--- src/rtl/intc_pkg.sv ---
package intc_pkg;

   localparam int unsigned SLOT_COUNT = 13;

   typedef enum logic [3:0] {
      SL_XI0  = 4'd0,
      SL_TM0  = 4'd1,
      SL_XI1  = 4'd2,
      SL_TM1  = 4'd3,
      SL_SER0 = 4'd4,
      SL_TM2  = 4'd5,
      SL_WAKE = 4'd6,
      SL_SER1 = 4'd7,
      SL_USB  = 4'd8,
      SL_I2C  = 4'd9,
      SL_XI4  = 4'd10,
      SL_XI5  = 4'd11,
      SL_XI6  = 4'd12
   } slot_e;

   // rank 0 is the strongest; the wake slot jumps ahead of its vector position
   function automatic int unsigned rank_to_slot(input int unsigned rank);
      if (rank == 0)
         return int'(SL_WAKE);
      else if (rank <= int'(SL_WAKE))
         return rank - 1;
      else
         return rank;
   endfunction

endpackage

--- src/rtl/intc_src_map.sv ---
module intc_src_map
   import intc_pkg::*;
#(
   parameter int unsigned NSRC = 13
) (
   input  logic [NSRC-1:0] src_req,
   input  logic [7:0]      ien_base,
   input  logic [4:0]      ien_ext,
   input  logic            wake_en,
   input  logic [6:0]      ipri_base,
   input  logic [4:0]      ipri_ext,
   input  logic            wake_pri,
   output logic [NSRC-1:0] live_hi,
   output logic [NSRC-1:0] live_lo
);

   localparam int unsigned BASE_LOW = int'(SL_WAKE);
   localparam int unsigned EXT_OFS  = int'(SL_USB);

   logic [NSRC-1:0] en_vec;
   logic [NSRC-1:0] pri_vec;
   logic            global_on;

   assign global_on = ien_base[7];

   always_comb begin
      en_vec  = '0;
      pri_vec = '0;
      for (int unsigned i = 0; i < BASE_LOW; i++) begin
         en_vec[i]  = ien_base[i];
         pri_vec[i] = ipri_base[i];
      end
      en_vec[SL_WAKE]  = wake_en;
      pri_vec[SL_WAKE] = wake_pri;
      en_vec[SL_SER1]  = ien_base[6];
      pri_vec[SL_SER1] = ipri_base[6];
      for (int unsigned k = 0; k < NSRC - EXT_OFS; k++) begin
         en_vec[EXT_OFS+k]  = ien_ext[k];
         pri_vec[EXT_OFS+k] = ipri_ext[k];
      end
   end

   assign live_hi = src_req & en_vec & {NSRC{global_on}} & pri_vec;
   assign live_lo = src_req & en_vec & {NSRC{global_on}} & ~pri_vec;

endmodule

--- src/rtl/intc_pick.sv ---
module intc_pick
   import intc_pkg::*;
#(
   parameter int unsigned NSRC  = 13,
   parameter int unsigned IDX_W = $clog2(NSRC)
) (
   input  logic [NSRC-1:0]  cand,
   output logic             found,
   output logic [IDX_W-1:0] idx
);

   // walk from weakest to strongest so the strongest candidate is written last
   always_comb begin
      found = 1'b0;
      idx   = '0;
      for (int r = NSRC - 1; r >= 0; r--) begin
         if (cand[rank_to_slot(r)]) begin
            found = 1'b1;
            idx   = IDX_W'(rank_to_slot(r));
         end
      end
   end

endmodule

--- src/rtl/intc_inservice.sv ---
module intc_inservice (
   input  logic clk,
   input  logic rst_n,
   input  logic grant,
   input  logic grant_hi,
   input  logic reti,
   output logic isv_hi,
   output logic isv_lo
);

   logic hi_d;
   logic lo_d;

   always_comb begin
      hi_d = isv_hi;
      lo_d = isv_lo;
      if (reti) begin
         if (isv_hi) hi_d = 1'b0;
         else        lo_d = 1'b0;
      end
      if (grant) begin
         if (grant_hi) hi_d = 1'b1;
         else          lo_d = 1'b1;
      end
   end

   always_ff @(posedge clk or negedge rst_n) begin
      if (!rst_n) begin
         isv_hi <= 1'b0;
         isv_lo <= 1'b0;
      end else begin
         isv_hi <= hi_d;
         isv_lo <= lo_d;
      end
   end

endmodule

--- src/rtl/intc_vec_ctrl.sv ---
module intc_vec_ctrl
   import intc_pkg::*;
#(
   parameter int unsigned NSRC     = 13,
   parameter int unsigned VEC_W    = 16,
   parameter int unsigned VEC_BASE = 3,
   parameter int unsigned VEC_STEP = 8
) (
   input  logic             clk,
   input  logic             rst_n,
   input  logic [NSRC-1:0]  src_req,
   input  logic [7:0]       ien_base,
   input  logic [4:0]       ien_ext,
   input  logic             wake_en,
   input  logic [6:0]       ipri_base,
   input  logic [4:0]       ipri_ext,
   input  logic             wake_pri,
   input  logic             cpu_ack,
   input  logic             cpu_reti,
   output logic             irq_out,
   output logic [VEC_W-1:0] irq_vector
);

   localparam int unsigned IDX_W   = $clog2(NSRC);
   localparam int unsigned LEVELS  = 2;
   localparam int unsigned VEC_TOP = VEC_BASE + VEC_STEP * (NSRC - 1);

   if (NSRC != SLOT_COUNT) begin : g_bad_count
      $error("intc_vec_ctrl: the slot map is fixed at 13 sources");
   end
   if (VEC_W < 8 || VEC_TOP >= (64'd1 << VEC_W)) begin : g_bad_width
      $error("intc_vec_ctrl: vector width too small for the vector map");
   end

   logic [NSRC-1:0]  live_hi;
   logic [NSRC-1:0]  live_lo;
   logic [NSRC-1:0]  lvl_cand  [LEVELS];
   logic             lvl_found [LEVELS];
   logic [IDX_W-1:0] lvl_idx   [LEVELS];
   logic             isv_hi;
   logic             isv_lo;
   logic             take_hi;
   logic             take_lo;
   logic [IDX_W-1:0] win_idx;

   intc_src_map #(.NSRC(NSRC)) u_map (
      .src_req   (src_req),
      .ien_base  (ien_base),
      .ien_ext   (ien_ext),
      .wake_en   (wake_en),
      .ipri_base (ipri_base),
      .ipri_ext  (ipri_ext),
      .wake_pri  (wake_pri),
      .live_hi   (live_hi),
      .live_lo   (live_lo)
   );

   assign lvl_cand[0] = live_lo;
   assign lvl_cand[1] = live_hi;

   for (genvar g = 0; g < LEVELS; g++) begin : g_level
      intc_pick #(.NSRC(NSRC), .IDX_W(IDX_W)) u_pick (
         .cand  (lvl_cand[g]),
         .found (lvl_found[g]),
         .idx   (lvl_idx[g])
      );
   end

   assign take_hi = lvl_found[1] && !isv_hi;
   assign take_lo = !lvl_found[1] && lvl_found[0] && !isv_hi && !isv_lo;

   assign win_idx    = take_hi ? lvl_idx[1] : lvl_idx[0];
   assign irq_out    = take_hi || take_lo;
   assign irq_vector = irq_out ? VEC_W'(VEC_BASE + VEC_STEP * win_idx) : '0;

   intc_inservice u_isv (
      .clk      (clk),
      .rst_n    (rst_n),
      .grant    (cpu_ack && irq_out),
      .grant_hi (take_hi),
      .reti     (cpu_reti),
      .isv_hi   (isv_hi),
      .isv_lo   (isv_lo)
   );

endmodule

--- config.mk ---
export PLATFORM = sky130hd
export DESIGN_NAME = intc_vec_ctrl
export DESIGN_NICKNAME = d
export VERILOG_FILES = /design/src/rtl/intc_pkg.sv /design/src/rtl/intc_src_map.sv /design/src/rtl/intc_pick.sv /design/src/rtl/intc_inservice.sv /design/src/rtl/intc_vec_ctrl.sv
export SDC_FILE = /design/constraint.sdc
export NUM_CORES = 1
export LEC_CHECK = 0
export BUFFER_PORTS_ARGS = -buffer_cell sky130_fd_sc_hd__buf_2
export CAP_MARGIN = 20
export CORE_ASPECT_RATIO = 0.75
export CORE_MARGIN = 1
export CORE_UTILIZATION = 35
export CTS_BUF_LIST = sky130_fd_sc_hd__clkbuf_2
export CTS_CLUSTER_SIZE = 12
export DETAILED_ROUTE_END_ITERATION = 12
export PLACE_DENSITY = 0.8
export SETUP_SLACK_MARGIN = 0.1
export SLEW_MARGIN = 20
export SYNTH_ARGS = -nofsm -noshare
export SYNTH_HDL_FRONTEND = slang
export SYNTH_HIERARCHICAL = 1
export SYNTH_SLANG_ARGS = --single-unit
--- constraint.sdc ---
create_clock -name clk -period 2.3 [get_ports clk]
set_input_delay 0.23 -clock clk [delete_from_list [all_inputs] [get_ports clk]]
set_output_delay 0.23 -clock clk [all_outputs]
set_load 0.1 [all_outputs]
==> results, run 1 <==
- Static timing analysis puts the maximum clock frequency at ~450 MHz.
- The clock passes through at most 2 buffers.
- The mapped netlist covers ~860 um2.
- The final net count is 236.
- The endpoint class of the critical path is an output pin.
- The number of detailed-route iterations in the first pass is 4.
- Input and output buffers added on the ports amount to 50.
- The filler cells instantiated in the layout total approximately 150.
- During synthesis, Yosys emitted a total of 6 warnings.
- The full die area is approximately 0.0027 mm2.
- The synthesized-area fraction occupied by ao, oa, aoi and oai cells came to 0.171.
- The area of the core is ~0.0023 mm2.
- The number of top-level design ports is between 60 and 70.
- After clock tree synthesis, the clock-pin slew on the worst setup and hold paths is around 0.030 ns.
- The final number of max-transition violations is 0.
- For this run the aggregate overflow at the end of global routing stands at 0.
- The number of setup violations in the final report is 0.
- The biggest fanout along the worst timing path is 2.
- The largest net degree at the start of global routing is 18.
- The number of inserted diodes is 0.
- Of the total synthesized cell area, the portion taken by full adders, half adders and majority gates is 0.
- The mean cell area of the mapped netlist is 7.33 um2.
- Of the total synthesized cell area, the portion taken by AND, OR, NAND and NOR gates is 0.612.
- The number of endpoints with negative hold slack in the final report is 0.
- The initial antenna violation count is 0.
- The number of CTS-inserted buffers is 3.
- At the worst endpoint, the arrival time is 1.99 ns.
- The overall die width is slightly below 60 um.
- The later pin in the worst-skew pair is clocked with a latency of ~0.19 ns.
- The total number of vias is 1300.
- The final-layout setup total negative slack is 0 ns.
- For the finished layout, the period the worst path requires is around 2.2 ns.
- The power density over cell area is between 500 and 600 mW/mm2.
- The HPWL reported at the end of detailed placement is 2.60 mm.
- TritonCTS built the clock tree.
- The leakage power total is ~0.0008 uW.
- For the worst setup path, the data required time is 2.07 ns.
- The per-cell routed wire length is 16.7 um.
- The final clock period utilization by the worst path is 0.967.
- The post-detailed-route DRC marker count is 0.
- The layout-stage area growth over the synthesis result is 90.5%.
- The worst reg2reg path depth is 3.
- The xor/xnor cell area share of the yosys netlist is 0.
- The routability congestion estimate from global placement is ~0.90.
- The worst hold path passes through 2 cells.
- From bottom edge to top edge, the die measures between 40 and 50 um.
- The first global-routing pass estimated 5.39 mm of wire.
- Of the post-synthesis cell area, the part taken by muxes is 0.
- The cell taking the most area after synthesis is and4b_1.
- CTS saw 2 sinks.
- Of the cells placed in the final design, the portion with a size suffix greater than 1 is 0.589.
- The area used by sequential logic in the layout is about 50 um2.
- The number of H-tree levels is 1.
- The via count of the first global-routing pass came to about 1100.
- The worst setup path category is in -> out.
- Setup repair after global routing could not meet its margin everywhere.
- The flow ran to the end, and the final reports show no timing, DRC or antenna violations.
- The path category of the worst min-delay check is in -> reg.
- Summing all placed instances gives a cell area of roughly 0.0014 mm2.
- Across the run, the number of max-cap violations was 0.
- The worst setup path is launched from an input port.
- For the pin with the worst max-slew slack, the measured transition is approximately 0.57 ns.
- The antenna violation net count after detailed routing is 0.
- By area, the combinational part of the netlist is dominated by simple AND/OR/NAND/NOR gates.
- The final instance area is approximately 0.0016 mm2.
- The first routing iteration left 45 violations.
- The initial cell density of the core is 0.371.
- Synthesis produced 117 cells.
- The clock tree skew after final layout is around 0.0033 ns.
- IR analysis of the VDD net gives a maximum drop of between 0.0005 and 0.0006 V.
- The share of synthesized area in the top cell type comes to 0.152.
- The worst setup slack before clock tree synthesis is -0.126 ns.
- Ranked by total cell area, the synthesized netlist is headed by and4b_1 (15%), and4_1 (13%), buf_4 (11%).
- The all-layer global routing usage is 0.274.
- The count of state elements after synthesis is 2.
- The count of standard-cell rows is 15.
- Synthesis instantiated 30 different standard cells from the library.
- The final wirelength is 3.73 mm.
- Dividing the detail-routed via count by the number of cells gives 5.80.
- The multi-input logic area is just over 900 um2.
- For this run, the register share of the synthesized area comes to 0.0584.
- The max-slew headroom at the worst pin is 0.618.
- The cell at the root of the clock tree is clkbuf_2.
- Setup slack closes at 0.0759 ns.
[Yosys cell counts, drive strengths merged]
library cell and number:
a211o 2, conb 1, a21oi 7, nor4 4, nor2b 4, and2b 2
buf 14, o31ai 2, nand2b 2, nor3b 2, nand2 9, o21ai 5
a22o 1, nor3 4, or4 2, inv 8, nand4bb 4, a211oi 1
and4 13, dfrtp 2, or3 2, a2111oi 2, o21bai 2, and4b 13
nor2 9
[sequential cells by signal, summed over array words and instances, names as in the netlist]
| register | flops |
|---|---|
| u_isv/isv_lo | 1 |
| u_isv/isv_hi | 1 |
[final timing paths]
kind | start | end | slack, ns
worst max-delay path | src_req[0] | irq_vector[6] | 0.08
worst min-delay path | cpu_reti | u_isv/isv_hi | 0.25
worst max register to register | u_isv/isv_lo | u_isv/isv_lo | 0.92
worst min register to register | u_isv/isv_lo | u_isv/isv_lo | 0.73
max in group asynchronous | rst_n | u_isv/isv_hi | 1.85
min in group asynchronous | rst_n | u_isv/isv_lo | 0.35
[metal layers]
| layer | wire length [um] | GRT usage | up-vias |
|---|---|---|---|
| met4 | 193 | 0.133 | 0 |
| met1 | 1400 | 0.325 | 606 |
| met3 | 265 | 0.0229 | 20 |
| li1 | - | - | 588 |
| met2 | 1880 | 0.505 | 86 |
| met5 | 0 | 0 | - |
[worst max-delay path: stages]
cell and delay, ns:
buf_6 0.09, and4b_1 0.21, or4_4 0.58, nor3_4 0.16, nor2b_4 0.20, nand4bb_4 0.13
a21oi_4 0.18, buf_12 0.20
[placed cells by master (no fill, tap or decap), types with 3 or more instances in the layout]
| cell | netlist | final |
|---|---|---|
| buf_12 | 0 | 5 |
| and4_1 | 13 | 11 |
| nor2b_2 | 2 | 3 |
| clkbuf_2 | 0 | 3 |
| nand2_1 | 9 | 5 |
| buf_6 | 0 | 4 |
| and4b_1 | 13 | 13 |
| o21ai_0 | 5 | 5 |
| nand2_2 | 0 | 4 |
| buf_2 | 1 | 39 |
| a21oi_4 | 0 | 5 |
| buf_4 | 13 | 24 |
| nor2_1 | 9 | 9 |
| conb_1 | 1 | 10 |
| nand4bb_4 | 0 | 4 |
| inv_1 | 7 | 7 |
[final cells by class]
cell class,count,area share
Multi-Input combinational cell,102,0.560
Timing Repair Buffer,75,0.356
Sequential cell,2,0.0307
Tap cell,34,0.0261
Inverter,8,0.0184
Clock buffer,3,0.00920
[power by group]
part / switching [uW] / internal [uW]
clock: 21.0 / 34.9
sequential: 46.4 / 48.5
combinational: 510 / 286
total: 577 / 369
[repair_timing]
| action | CTS | global route |
|---|---|---|
| hold buffers | 1 | 0 |
| setup endpoints to repair | 7 | 7 |
| pin swaps | 15 | 3 |
| cloned | 0 | 2 |
| setup buffers | 1 | 3 |
| gates resized for setup | 17 | 10 |
| endpoints found under the hold margin | 2 | 0 |
[kinds of logic after synthesis]
logic type	count (synthesis)
flip-flops	2
AO/OA/AOI/OAI	22
other	1
buffers and inverters	22
AND/OR/NAND/NOR	70
[per-stage QoR]
stage	std cells	hold WS [ns]	util	total power [uW]
6_report	224	0.246	0.707	946
5_1_grt	224	0.253	0.707	977
4_1_cts	219	0.231	0.656	914
3_5_place_dp	214	0.0150	0.612	810
3_3_place_gp	214	0.0135	0.612	788
2_1_floorplan	126	-0.0656	-	686
No activity file was read; power rests on OpenSTA's default activity.
==> run 2, diff against run 1 <==
--- a/config.mk
+++ b/config.mk
@@ -9,11 +9,11 @@
 export CAP_MARGIN = 20
 export CORE_ASPECT_RATIO = 0.75
 export CORE_MARGIN = 1
-export CORE_UTILIZATION = 35
+export CORE_UTILIZATION = 42
 export CTS_BUF_LIST = sky130_fd_sc_hd__clkbuf_2
 export CTS_CLUSTER_SIZE = 12
 export DETAILED_ROUTE_END_ITERATION = 12
-export PLACE_DENSITY = 0.8
+export PLACE_DENSITY = 0.92
 export SETUP_SLACK_MARGIN = 0.1
 export SLEW_MARGIN = 20
 export SYNTH_ARGS = -nofsm -noshare
==> run 2 against run 1 <==
Net effect:
- global-route usage grew 11 points
- worst setup slack improved by 0.0021 ns
- sequential power increased by 2%
- first-iteration DRC count increased by 140%
- design area is 1.6% lower
==> results, run 2 (same netlist as run 1, synthesis figures left out) <==
- The number of H-tree levels is 1 (unchanged).
- Relative to the synthesized area, the layout overhead comes to 87.4%.
- The biggest fanout along the worst timing path is 6 (+4).
- The peak supply drop is 0.000656 V (+13%).
- The final clock period utilization by the worst path is 0.966 (about the same).
- The HPWL reported at the end of detailed placement is 2.58 mm (-0.75%).
- The initial antenna violation count is 0 (unchanged).
- The fraction of the core area covered by cells at the end of the flow came to 0.882 (+0.175).
- The count of port buffers added during placement is 50 (unchanged).
- The full die area is 0.00223 mm2 (-16%).
- The top cell types in the final layout, fill and taps aside, are buf_2 (38), buf_4 (20), and4b_1 (12).
- In this run the critical register-to-register path is launched from u_isv/isv_lo.
- The max-slew headroom at the worst pin is 0.571 (-0.0469).
- The clock-pin slew on the worst setup and hold paths came to 0.04 ns (about the same).
- The worst-margin pin slew is 0.643 ns (+0.0703 ns).
- The number of endpoints with negative hold slack in the final report came to 0 (unchanged).
- The start point of the worst hold path is cpu_reti.
- The height of the chip is 41.1 um (-8.3%).
- The clock latency of the later-clocked register in the worst-skew pair is 0.21 ns (+0.02 ns).
- The power density over cell area came to 623 mW/mm2 (+7.4%).
- The initial cell density of the core was 0.470 (+0.0992).
- The non-filler instance count after layout was 210 (-6.3%).
- The final wirelength was 4.75 mm (+27%).
- The final number of max-transition violations is 0 (unchanged).
- The via count of the first global-routing pass is 1322 (+15%).
- The total number of vias is 1444 (+11%).
- The number of inserted diodes is 0 (unchanged).
- The post-detailed-route DRC marker count is 0 (unchanged).
- In the final layout, the registers with the most flip-flops are u_isv/isv_hi: 1 flops, u_isv/isv_lo: 1 flops.
- The reported max-cap violation count came to 0 (unchanged).
- For hold timing, the worst endpoint is u_isv/isv_hi.
- The leakage power total is 0.000791 uW (-0.84%).
- The detailed route wirelength on metal2 is 2.18 mm (+16%).
- The cell count after placement is 202 (-5.6%).
- The end of the worst register-to-register path is u_isv/isv_lo.
- The average vias per placed instance is 6.88 (+18%).
- Setup repair after global routing could not meet its margin everywhere.
- The worst hold margin is 0.281 ns (+0.0349 ns).
- The final net count is 234 (-0.85%).
- The clock tree skew after final layout was 0.00224 ns (-0.00110 ns).
- The area used by sequential logic in the layout was 50.0 um2 (unchanged).
- The total length of routed met3 wires is 512 um (+93%).
- The maximum root-to-sink buffer count was 2 (unchanged).
- The data arrival at the endpoint of the critical path is 1.99 ns (about the same).
- The first-pass GRT wire length came to 5.92 mm (+9.9%).
- The uppermost signal routing layer after detailed routing is met4.
- The largest net degree at the start of global routing was 15 (-3).
- The number of CTS-inserted buffers is 3 (unchanged).
- STA classifies the critical path startpoint as an input port.
- The number of clock sinks seen by CTS is 2 (unchanged).
- The achievable frequency is 450 MHz (about the same).
- The post-route met1 wirelength came to 1.71 mm (+23%).
- The number of setup violations in the final report was 0 (unchanged).
- The worst setup path is of the in -> out kind.
- The final critical-path required period is 2.22 ns (-0.00209 ns).
- The number of detailed-route iterations in the first pass is 5 (+1).
- The area of the core is 0.00182 mm2 (-21%).
- The worst-case register-to-register setup slack was 0.87 ns (-0.05 ns).
- The all-layer global routing usage came to 0.382 (+0.108).
- The total congestion overflow after global routing is 0 (unchanged).
- The antenna violation net count after detailed routing is 0 (unchanged).
- The cell at the root of the clock tree is clkbuf_2.
- The routability congestion estimate from global placement is 0.849 (-6.2%).
- The number of top-level design ports is 61 (unchanged).
- The proportion of layout cells with a drive suffix above 1 came to 0.569 (-0.0203).
- The total power is 1000 uW (+5.7%).
- The multi-input logic area is 918 um2 (+0.41%).
- The flow ran to the end, and the final reports show no timing, DRC or antenna violations.
- The layout filler cell count came to 80 (-46%).
- The number of DRC violations after detailed-routing iteration 0 came to 106 (+140%).
- Leaving out fill and tap cells, the most frequent cell in the layout is buf_2.
- The worst reg2reg path depth is 3 (unchanged).
- The TritonCTS clock tree is done.
- The cell depth of the worst min-delay path came to 2 (unchanged).
- The worst setup path is captured at an output pin.
- The overall die width is 54.2 um (-8.4%).
- The required time of the critical path is 2.07 ns (about the same).
- The path class of the tightest hold or removal check is in -> reg.
- The per-cell routed wire length was 22.6 um (+36%).
- The count of standard-cell rows is 13 (-2).
run 2: metal layers:
layer,GRT usage,vias to the layer above
li1,-,586
met2,0.713,156
met4,0.237,0
met1,0.391,651
met5,0,-
met3,0.0963,51
run 2: cell type report:
cell class / instances / area share
inverters: 8 / 0.0187
well taps: 22 / 0.0171
clock buffers: 3 / 0.00935
repair buffers: 73 / 0.352
multi-input cells: 102 / 0.572
flip-flops and latches: 2 / 0.0312
run 2: timing repair:
item                       4_1_cts  5_1_grt
resized for setup               18       14
hold endpoints to repair         2        0
hold buffers                     1        0
setup buffers                    0        3
setup endpoints to repair        7        7
gates cloned                     0        1
pin swaps                       11        2
run 2: critical path, stage by stage:
cell       delay [ns]
buf_2            0.11
and4_4           0.19
or4_4            0.55
nor3_4           0.18
nand2_4          0.11
nand4bb_4        0.23
a21oi_4          0.18
buf_12           0.20
run 2: how the worst max path moves through the flow:
stage / startpoint / end / slack, ns / depth (start not counted)
final: src_req[2] / irq_vector[4] / 0.08 / 8
after global routing: ien_base[7] / irq_vector[3] / -0.03 / 9
after CTS: src_req[2] / irq_vector[5] / 0.10 / 8
after detailed placement: ien_base[7] / irq_vector[5] / -0.08 / 9
after global placement: ien_base[7] / irq_vector[6] / 0.01 / 8
after floorplan: ien_base[7] / irq_vector[3] / -0.08 / 7
run 2: where the power goes:
group,total [uW],switching (uW),internal (uW)
logic,839,539,300
registers,96.6,48.2,48.4
clock network,64.8,29.7,35.1
run 2: metrics by stage:
stage	TNS, ns	worst slack (ns)	area [um2]
after CTS	0	0.103	1500
after detailed placement	-0.465	-0.0802	1400
final	0	0.0780	1610
after global routing	-0.0296	-0.0296	1610
after floorplan	-0.236	-0.0846	1050
after global placement	0	0.0125	1400
==> run 3, diff against run 2 <==
--- a/config.mk
+++ b/config.mk
@@ -7,7 +7,6 @@
 export LEC_CHECK = 0
 export BUFFER_PORTS_ARGS = -buffer_cell sky130_fd_sc_hd__buf_2
 export CAP_MARGIN = 20
-export CORE_ASPECT_RATIO = 0.75
 export CORE_MARGIN = 1
 export CORE_UTILIZATION = 42
 export CTS_BUF_LIST = sky130_fd_sc_hd__clkbuf_2
==> run 3 against run 2 <==
Net effect:
- the flow now finishes with violations (negative setup slack)
- sequential cell count unchanged
- sequential power decreased by 3.2%
- non-clock buffer count unchanged
- clock skew increased by 0.013 ns
- critical path depth increased by 2
- design area decreased by 2.6%
- global-route usage decreased by 4.6 points
- worst hold slack improved by 0.0056 ns
- die area about the same
- utilization decreased by 2.3 points
- critical endpoint is now irq_vector[3]
- largest cell class unchanged
==> results, run 3 (same netlist as run 1, synthesis figures left out) <==
- Setup repair after global routing could not meet its margin everywhere.
- The peak supply drop is 0.000739 V (+13%).
- The min-delay analysis places its worst path in the category in -> reg.
- The area used by sequential logic in the layout came to 50.0 um2 (unchanged).
- The proportion of layout cells with a drive suffix above 1 is 0.564 (-0.00532).
- The number of endpoints with negative hold slack in the final report is 0 (unchanged).
- Relative to the synthesized area, the layout overhead comes to 82.5%.
- The smallest setup slack after layout is -0.0106 ns (-0.0886 ns).
- The worst reg2reg path depth is 4 (+1).
- The count of port buffers added during placement is 50 (unchanged).
- The data arrival at the endpoint of the critical path is 2.08 ns (+0.09 ns).
- In the layout the commonest cells are buf_2 (42), buf_4 (22), and4b_1 (12).
- The biggest fanout along the worst timing path came to 7 (+1).
- The slowest stage cell on the critical path is a2111oi_0.
- The start point of the critical path is ien_base[7].
- The fraction of power consumed by sequential logic was 0.101 (+0.004).
- The max-slew headroom at the worst pin was 0.590 (+0.0182).
- The antenna violation net count after detailed routing is 0 (unchanged).
- The worst stage delay on the critical path is 0.58 ns (+0.03 ns).
- The leakage power total is 0.000780 uW (-1.3%).
- The total internal power was 356 uW (-7.2%).
- The run finished, with violations left.
- The initial antenna violation count is 0 (unchanged).
- The endpoint identified for the worst register-to-register timing path is u_isv/isv_hi.
- The final net count is 234 (unchanged).
- The switching component of the power was 569 uW (-7.8%).
- The switching part of the total is 0.615 (-0.00159).
- The clock group share of total power came to 0.066 (about the same).
- The number of DRC violations after detailed-routing iteration 0 came to 55 (-48%).
- The checks that failed: negative setup slack.
- The area of the core came to 0.00182 mm2 (about the same).
- The average vias per placed instance is 6.22 (-9.6%).
- The final clock period utilization by the worst path is 1.00 (+0.0385).
- The reported max-cap violation count came to 0 (unchanged).
- The final-layout setup total negative slack came to -0.0106 ns (-0.0106 ns).
- The count of standard-cell rows is 15 (+2).
- The largest net degree at the start of global routing is 15 (unchanged).
- The capture point of the critical path is irq_vector[3].
- The clock-pin slew on the worst setup and hold paths was 0.03 ns (about the same).
- The post-detailed-route DRC marker count is 0 (unchanged).
- The total congestion overflow after global routing came to 0 (unchanged).
- The required time of the critical path is 2.07 ns (about the same).
- The per-cell routed wire length is 17.6 um (-22%).
- The worst hold margin was 0.287 ns (+0.00556 ns).
- The clock tree skew after final layout came to 0.0152 ns (+0.0129 ns).
- The non-filler instance count after layout was 213 (+1.4%).
- The multi-input logic area is 905 um2 (-1.5%).
- The worst setup path category is in -> out.
- The commonest non-fill, non-tap cell in the layout is buf_2.
- The cell at the root of the clock tree is clkbuf_2.
- The final wirelength is 3.74 mm (-21%).
- Walking the worst path, the cells encountered are buf_12, buf_6, and4_1, buf_4, nor3b_1, a2111oi_0, o21ai_0, nand2_1, a21oi_4, buf_12.
- The total power is 925 uW (-7.5%).
- The achievable frequency is 433 MHz (-3.8%).
- The clock latency of the later-clocked register in the worst-skew pair is 0.21 ns (about the same).
- The first-pass GRT wire length is 5.17 mm (-13%).
- The power density over cell area was 591 mW/mm2 (-5.0%).
- The overall die width is 47.2 um (-13%).
- The routability congestion estimate from global placement is 0.849 (about the same).
- The total number of vias is 1324 (-8.3%).
- The number of top-level design ports is 61 (unchanged).
- The final critical-path required period is 2.31 ns (+0.0886 ns).
- The number of setup violations in the final report came to 1 (+1).
- The largest registers in the layout are u_isv/isv_hi: 1 flops, u_isv/isv_lo: 1 flops.
- The startpoint identified for the worst register-to-register timing path is u_isv/isv_lo.
- The initial cell density of the core was 0.471 (about the same).
- The number of clock sinks seen by CTS is 2 (unchanged).
- The via count of the first global-routing pass came to 1163 (-12%).
- The final number of max-transition violations was 0 (unchanged).
- The height of the chip came to 47.2 um (+15%).
- The cell count after placement came to 201 (-0.50%).
- The HPWL reported at the end of detailed placement came to 2.31 mm (-11%).
- TritonCTS built the clock tree.
- The full die area is 0.00223 mm2 (about the same).
- The combinational group share of total power was 0.833 (-0.006).
- The worst-margin pin slew is 0.600 ns (-0.0428 ns).
- The number of detailed-route iterations in the first pass is 4 (-1).
- The cell that appears most often on the critical path is buf_12.
- The fraction of the core area covered by cells at the end of the flow was 0.859 (-0.0228).
- The number of inserted diodes came to 0 (unchanged).
- The worst-case register-to-register setup slack is 1.06 ns (+0.19 ns).
- The maximum root-to-sink buffer count is 2 (unchanged).
- STA classifies the critical path endpoint as an output pin.
- The number of H-tree levels is 1 (unchanged).
- The layout filler cell count was 96 (+20%).
- The all-layer global routing usage is 0.335 (-0.0464).
- The number of CTS-inserted buffers was 3 (unchanged).
- STA classifies the critical path startpoint as an input port.
run 3: metrics by stage:
| stage | setup WS [ns] | area, um2 |
|---|---|---|
| 2_1_floorplan | -0.0846 | 1050 |
| 3_3_place_gp | 0.00635 | 1370 |
| 3_5_place_dp | -0.0487 | 1370 |
| 4_1_cts | 0.100 | 1480 |
| 5_1_grt | -0.0707 | 1560 |
| 6_report | -0.0106 | 1560 |
run 3: critical path, delay by kind of cell:
kind                   cells  cell delay, ns
AOI/OAI and AO/OA          3            0.85
buffers and inverters      4            0.56
and+or+nand+nor            3            0.44
run 3: repair_timing:
item | CTS | global route
endpoints found under the hold margin | 2 | 0
endpoints found under the setup margin | 7 | 7
gates resized for setup | 15 | 7
pin swaps | 10 | 0
hold buffers | 1 | 0
setup buffers | 2 | 4
gates cloned | 1 | 1
run 3: worst min path at each step:
stage                     slack [ns]  depth (start not counted)           end     start
final                           0.29                          2  u_isv/isv_hi  cpu_reti
after global routing            0.28                          2  u_isv/isv_hi  cpu_reti
after CTS                       0.24                          2  u_isv/isv_hi  cpu_reti
after detailed placement        0.02                          1  u_isv/isv_lo     rst_n
after global placement          0.01                          1  u_isv/isv_hi     rst_n
after floorplan                -0.07                          0  u_isv/isv_hi     rst_n
run 3: metal layers:
| layer | part of all wire | wire length (um) | vias up | GRT usage |
|---|---|---|---|---|
| met5 | 0 | 0 | - | 0 |
| met4 | 0.047 | 177 | 0 | 0.103 |
| met3 | 0.074 | 275 | 26 | 0.0692 |
| met2 | 0.51 | 1920 | 111 | 0.608 |
| met1 | 0.37 | 1370 | 606 | 0.392 |
| li1 | - | - | 581 | - |
run 3: power by group through the flow:
stage	registers (uW)	clock network, uW	logic (uW)
final	93.5	61.0	770
after global routing	96.0	68.9	794
after CTS	90.8	56.1	733
after detailed placement	91.2	0	699
after global placement	89.2	0	687
after floorplan	82.7	0	604
run 3: final cells by class:
| cell class | count | area share |
|---|---|---|
| clock buffer | 3 | 0.00960 |
| inverter | 8 | 0.0192 |
| multi-input combinational | 102 | 0.578 |
| sequential | 2 | 0.0320 |
| tap | 25 | 0.0200 |
| timing repair buffer | 73 | 0.341 |
